## config.mk

```make
export PLATFORM = sky130hd
export DESIGN_NAME = preempt_port
export DESIGN_NICKNAME = d
export VERILOG_FILES = /design/src/rtl/preempt_port_pkg.sv /design/src/rtl/preempt_port_dpath.sv /design/src/rtl/preempt_port_ctrl.sv /design/src/rtl/preempt_port.sv
export SDC_FILE = /design/constraint.sdc
export NUM_CORES = 2
export LEC_CHECK = 0
export BUFFER_PORTS_ARGS = -buffer_cell sky130_fd_sc_hd__buf_2
export CAP_MARGIN = 10
export CORE_MARGIN = 1.5
export CORE_UTILIZATION = 24
export DETAILED_ROUTE_END_ITERATION = 16
export GPL_TIMING_DRIVEN = 0
export SLEW_MARGIN = 20
export SYNTH_ARGS = -nofsm -noshare
export SYNTH_HDL_FRONTEND = slang
export SYNTH_SLANG_ARGS = --single-unit
```

## constraint.sdc

```tcl
create_clock -name clk -period 10.3 [get_ports clk]
set_input_delay 0 -clock clk [delete_from_list [all_inputs] [get_ports clk]]
set_output_delay 0 -clock clk [all_outputs]
set_load 0.005 [all_outputs]
```

## src/rtl/preempt_port_pkg.sv

```systemverilog
package preempt_port_pkg;

  // Control -> datapath strobes
  typedef struct packed {
    logic loadRd;     // rewind read pointer to head of queue
    logic emitEt;     // drive current queue byte to the line
    logic freeFrame;  // head frame fully sent, free its storage
    logic writeByte;  // store held input byte
    logic commit;     // held byte is the last of its frame
    logic dropFrame;  // discard the frame being received
  } portStrobes_t;

  // Datapath -> control status
  typedef struct packed {
    logic ttBusy;     // scheduled traffic at input or in delay line
    logic frameAvail; // at least one complete frame queued
    logic rdEof;      // byte under read pointer ends its frame
    logic bufFull;    // no free byte in queue memory
    logic heldValid;  // an input byte is waiting to be stored
  } portStatus_t;

endpackage

```

## src/rtl/preempt_port_dpath.sv

```systemverilog
module preempt_port_dpath
  import preempt_port_pkg::*;
#(
  parameter int CLEAR_DELAY = 50,
  parameter int BUF_AW      = 8,
  parameter int CNT_W       = 8
) (
  input  logic             clk,
  input  logic             rstN,
  input  logic             ttValid,
  input  logic [7:0]       ttData,
  input  logic             etValid,
  input  logic [7:0]       etData,
  input  portStrobes_t     strb,
  output portStatus_t      stat,
  output logic             tailValid,
  output logic             lineOccupied,
  output logic             outValid,
  output logic [7:0]       outData,
  output logic [CNT_W-1:0] dropCount
);

  localparam int LINE  = CLEAR_DELAY - 1;   // output register is the last stage
  localparam int DEPTH = 1 << BUF_AW;
  localparam int PW    = BUF_AW + 1;
  localparam logic [PW-1:0] ONE = PW'(1);

  // Scheduled path: memoryless shift line
  logic [LINE-1:0]      lineV;
  logic [LINE-1:0][7:0] lineD;

  always_ff @(posedge clk or negedge rstN) begin
    if (!rstN) begin
      lineV <= '0;
      lineD <= '0;
    end else begin
      lineV <= {lineV[LINE-2:0], ttValid};
      lineD <= {lineD[LINE-2:0], ttData};
    end
  end

  assign tailValid    = lineV[LINE-1];
  assign lineOccupied = |lineV;

  // Best-effort queue memory: {eof, byte}
  logic [8:0]    mem [DEPTH];
  logic [PW-1:0] headPtr, tailPtr, wrPtr, rdPtr, frameCount;
  logic [7:0]    heldData;
  logic          heldValid;
  logic [8:0]    rdWord;

  assign rdWord = mem[rdPtr[BUF_AW-1:0]];

  always_ff @(posedge clk) begin
    if (strb.writeByte) mem[wrPtr[BUF_AW-1:0]] <= {strb.commit, heldData};
  end

  always_ff @(posedge clk or negedge rstN) begin
    if (!rstN) begin
      headPtr    <= '0;
      tailPtr    <= '0;
      wrPtr      <= '0;
      rdPtr      <= '0;
      frameCount <= '0;
      heldData   <= '0;
      heldValid  <= 1'b0;
      dropCount  <= '0;
    end else begin
      heldData  <= etData;
      heldValid <= etValid;
      if (strb.dropFrame)      wrPtr <= tailPtr;
      else if (strb.writeByte) wrPtr <= wrPtr + ONE;
      if (strb.commit)         tailPtr <= wrPtr + ONE;
      if (strb.loadRd)         rdPtr <= headPtr;
      else if (strb.emitEt)    rdPtr <= rdPtr + ONE;
      if (strb.freeFrame)      headPtr <= rdPtr + ONE;
      frameCount <= frameCount + PW'(strb.commit) - PW'(strb.freeFrame);
      if (strb.dropFrame)      dropCount <= dropCount + CNT_W'(1);
    end
  end

  assign stat.ttBusy     = ttValid | lineOccupied;
  assign stat.frameAvail = (frameCount != '0);
  assign stat.rdEof      = rdWord[8];
  assign stat.bufFull    = ((wrPtr - headPtr) == PW'(DEPTH));
  assign stat.heldValid  = heldValid;

  // Line register: scheduled bytes win, otherwise the queue byte
  always_ff @(posedge clk or negedge rstN) begin
    if (!rstN) begin
      outValid <= 1'b0;
      outData  <= '0;
    end else if (tailValid) begin
      outValid <= 1'b1;
      outData  <= lineD[LINE-1];
    end else if (strb.emitEt) begin
      outValid <= 1'b1;
      outData  <= rdWord[7:0];
    end else begin
      outValid <= 1'b0;
    end
  end

endmodule

```

## src/rtl/preempt_port_ctrl.sv

```systemverilog
module preempt_port_ctrl
  import preempt_port_pkg::*;
(
  input  logic         clk,
  input  logic         rstN,
  input  logic         etValid,
  input  portStatus_t  stat,
  output portStrobes_t strb
);

  logic txSend;      // a queued frame is on the line
  logic discarding;  // rest of the current input frame is thrown away

  always_comb begin
    strb = '0;
    // transmit side
    if (!txSend) begin
      strb.loadRd = stat.frameAvail && !stat.ttBusy;
    end else if (!stat.ttBusy) begin
      strb.emitEt    = 1'b1;
      strb.freeFrame = stat.rdEof;
    end
    // receive side: the held byte is last when the input has gone low
    if (stat.heldValid && !discarding) begin
      if (stat.bufFull) begin
        strb.dropFrame = 1'b1;
      end else begin
        strb.writeByte = 1'b1;
        strb.commit    = !etValid;
      end
    end
  end

  always_ff @(posedge clk or negedge rstN) begin
    if (!rstN) begin
      txSend     <= 1'b0;
      discarding <= 1'b0;
    end else begin
      if (!txSend)                        txSend <= strb.loadRd;
      else if (stat.ttBusy || stat.rdEof) txSend <= 1'b0;

      if (strb.dropFrame && etValid)      discarding <= 1'b1;
      else if (discarding && !etValid)    discarding <= 1'b0;
    end
  end

endmodule

```

## src/rtl/preempt_port.sv

```systemverilog
module preempt_port
  import preempt_port_pkg::*;
#(
  parameter int CLEAR_DELAY = 50,   // byte times, at least 3
  parameter int BUF_AW      = 8,
  parameter int CNT_W       = 8
) (
  input  logic             clk,
  input  logic             rstN,
  input  logic             ttValid,
  input  logic [7:0]       ttData,
  input  logic             etValid,
  input  logic [7:0]       etData,
  output logic             outValid,
  output logic [7:0]       outData,
  output logic [CNT_W-1:0] dropCount
);

  portStrobes_t portStrb;
  portStatus_t  portStat;
  logic         tailValid;
  logic         lineOccupied;

  preempt_port_ctrl u_ctrl (
    .clk     (clk),
    .rstN    (rstN),
    .etValid (etValid),
    .stat    (portStat),
    .strb    (portStrb)
  );

  preempt_port_dpath #(
    .CLEAR_DELAY (CLEAR_DELAY),
    .BUF_AW      (BUF_AW),
    .CNT_W       (CNT_W)
  ) u_dpath (
    .clk          (clk),
    .rstN         (rstN),
    .ttValid      (ttValid),
    .ttData       (ttData),
    .etValid      (etValid),
    .etData       (etData),
    .strb         (portStrb),
    .stat         (portStat),
    .tailValid    (tailValid),
    .lineOccupied (lineOccupied),
    .outValid     (outValid),
    .outData      (outData),
    .dropCount    (dropCount)
  );

endmodule

```

==> flow_summary.ini <==
[floorplan]
ioPinCount = 37
num_rows = 242
core_area_um2 = 434500
die-width_um = 663.5
die_area_um2 = 440200
dieHeight_um = 663.5
start_util_pct = 24.10

[cts]
htreeDepth = 5
cts_tree = built
cts_root_buf = clkbuf_16
post_cts_buffers = 0
clock_sinks = 2818
cts.path.max_buffers = 4
insertion_delay_ns = 0.99
path_clk_slew_ns = 0.06
cts_buffers = 311

[grt]
grtUsageTotal_pct = 16.72
grt_pass1_vias = 56800
grt_antenna_before_repair = 26
grt_max_degree = 111
grt_pass1_wl_um = 503000
gr-total-overflow = 0

[route]
vias = 59490
drc = 0
wl_um = 380400
first_pass_iters = 12
vias_per_cell = 5.111
drt_iter0_drc = 10700
post_drt_wl_per_cell_um = 32.68
final_antenna_net_count = 0

[flow_run]
cap_violations = 0

[power]
swShare_pct = 27.85
p_comb_share_pct = 15.1
ir_drop_mv = 0.1597
power.total_mw = 27.69
clock_power_share_pct = 39.0
p_per_area_nw_per_um2 = 217.4
p_int_mw = 19.98
leakage_nw = 41.45
switching_power_mw = 7.710
power.share.sequential_pct = 45.9

[setup_path]
cp.arrival_ns = 8.47
max_stage_delay_ns = 1.02
cpLargestDelayFamily = buffers and inverters
crit_required_ns = 11.15
worstSetupEndpointType = flip-flop
slowest_stage = buf_2
critPathBufInv = 5
cp_max_fo = 11
path_class = flip-flop to flip-flop
path_cells = buf_4 -> buf_4 -> buf_2 -> buf_2 -> nand3_1 -> o21ai_0 -> o221ai_1 -> a32oi_2 -> nor2_4 -> ha_1 -> inv_1 -> ha_1 -> fa_1 -> a21oi_1 -> nor2_1 -> o21ai_0 -> a21oi_1 -> o21ai_0 -> a21oi_1 -> nor2_1 -> xnor2_1
critPathLaunchType = flip-flop

[logic_synthesis]
synth_edf_count = 2304
ys_warn_count = 0
netlist_instances = 4967
ys_types = 72
avgSynthCellArea_um2 = 21.08
synth_area_um2 = 104700
synth_seq_cells = 2818
synthArstFlopShare_pct = 18.24
synth_flop_cell = edfxtp_1
seq_area_frac_synth_pct = 78.37
syn_nets = 5014

[sta]
rsz0062_at_grt = no
setup_viol = 0
slew_headroom_pct = 9.816
finalClockSkew_ns = 0.08910
fin_crit_sh_pct = 73.97
hold_slack_ns = 0.2126
finalMaxSlewViolations = 0
min_period_ns = 7.619
hold_viol = 0
tightest_slew_ns = 1.349
fmax_mhz = 131.3

[cells_and_area]
finalNonFillerCells = 11640
n_fill_cell = 41860
area_growth_pct = 21.65
fin_util_pct = 29.31
multi_input_area_um2 = 22250
final_area_um2 = 127400
fin_nets = 5703
drive_gt1_share_pct = 30.89
regArea_um2 = 82080

[status]
status = completed

[placement]
routabilityCongestion = 0.9811
io_buffers = 36
placed_area_um2 = 117200
place_hpwl_um = 258200
placed_cells_incl_taps = 11040

[worst_hold_path]
hp-class = primary input to flip-flop
cell families after synthesis:
family,after synthesis,synth area share [%]
buf+inv,329,1.666
mux,779,14.04
compound gates,394,2.600
flops,2818,78.37
fa+ha+maj,27,0.3298
simple gates,588,2.728
xor+xnor,32,0.2677
cell usage after synthesis, types with 5 or more instances:
master    number  area, um2
a211oi_1       9      67.56
a21o_1        13      97.59
a21oi_1       58      290.3
a221oi_1      29      254.0
a222oi_1       7      70.07
a22oi_1       68      510.5
a31oi_1       23      143.9
a32oi_1        5      43.79
and2_1         9      56.30
and3_1         9      56.30
buf_1         12      45.04
buf_2         58      290.3
buf_4         44      330.3
buf_6         31      349.1
clkbuf_1     147      551.8
dfrtp_1      514      12860
edfxtp_1    2304      69190
ha_1          26      325.3
inv_1         32      120.1
mux2_2        20      225.2
mux2i_1      208       2082
mux4_2       549      12360
nand2_1      119      446.7
nand2b_1       7      43.79
nand3_1       58      290.3
nand4_1       12      75.07
nor2_1        56      210.2
nor2b_1       10      62.56
nor3_1       271       1356
nor4_1        17      106.4
o211ai_1      10      75.07
o21a_1        10      75.07
o21ai_0       60      300.3
o221ai_1      13      113.9
o22a_1         5      43.79
o22ai_1       47      294.0
xnor2_1       20      175.2
xor2_1        12      105.1
per-layer routing:
layer	track usage, %	vias to the layer above	part of all wire, %
met5	0	-	0.057
met4	9.825	10	7.0
met3	6.479	1057	15
met2	24.57	5174	43
met1	20.87	31460	35
li1	-	21790	-
power groups by stage:
stage	Clock, mW	Sequential [mW]	Combinational [mW]
floorplan	0	13.0	1.69
global placement	0	13.1	3.48
detailed placement	0	12.9	3.95
CTS	10.8	12.7	3.97
global route	11.3	12.7	4.11
finish	10.8	12.7	4.17
metrics by stage:
step                 TNS, ns  setup slack, ns
floorplan                  0           0.8799
global placement    -1458.49           -4.460
detailed placement         0            3.092
CTS                        0            3.078
global route               0            2.731
finish                     0            2.681
cells in the final DEF (no fill, tap or decap), types with 26 or more instances in the layout:
cell           count
a21oi_1           58
a221oi_1          29
a22oi_1           68
buf_16            49
buf_2             99
buf_4            225
buf_6             76
clkbuf_1         157
clkbuf_16        320
clkbuf_2          65
clkinv_1          51
clkinv_2          38
dfrtp_1          506
dlygate4sd3_1     38
edfxtp_1        2304
ha_1              26
inv_1             32
mux2i_1          208
mux4_2           549
nand2_1          119
nand3_1           57
nor2_1            53
nor3_2           255
o21ai_0           59
o22ai_1           47
worst min-delay path, delay by kind of cell:
| family | cells | cell delay, ns |
|---|---|---|
| buf+inv | 3 | 0.81 |
| mux | 1 | 0.22 |
| simple gates | 1 | 0.05 |
repair_timing:
action                    in CTS  in global routing
hold buffers                  39                  0
hold endpoints to repair     594                  0
resized for setup              0                  0
worst paths after layout:
kind                                    start                    end  slack (ns)  cells past startpoint
setup / recovery             u_dpath.rdPtr[1]  u_dpath.frameCount[8]        2.68                     21
hold / removal                        etValid     u_dpath.tailPtr[6]        0.21                      5
setup reg to reg             u_dpath.rdPtr[1]  u_dpath.frameCount[8]        2.68                     21
hold reg to reg            u_dpath.lineD[165]     u_dpath.lineD[173]        0.28                      0
max in group asynchronous                rstN    u_dpath.heldData[0]        9.04                      5
min in group asynchronous                rstN      u_dpath.lineD[14]        0.25                      4
state kept, by name, indices dropped and copies added (netlist names), 8 cells and up:
name and cells:
u_dpath.wrPtr 9, u_dpath.lineD 392, u_dpath.headPtr 9, u_dpath.tailPtr 9, u_dpath.dropCount 8, u_dpath.mem 2304, u_dpath.frameCount 9, u_dpath.lineV 49
u_dpath.rdPtr 9, u_dpath.heldData 8, u_dpath.outData 8
cell type report:
type	instances	area share (%)
multi-input cells	1820	17.47
inverters	34	0.1002
plain buffers	295	1.339
diodes	20	0.03929
clock inverters	130	0.9391
well taps	5734	5.633
repair buffers	376	3.349
flip-flops and latches	2818	64.44
clock buffers	412	6.687
Power figures use the tool's default switching activity.
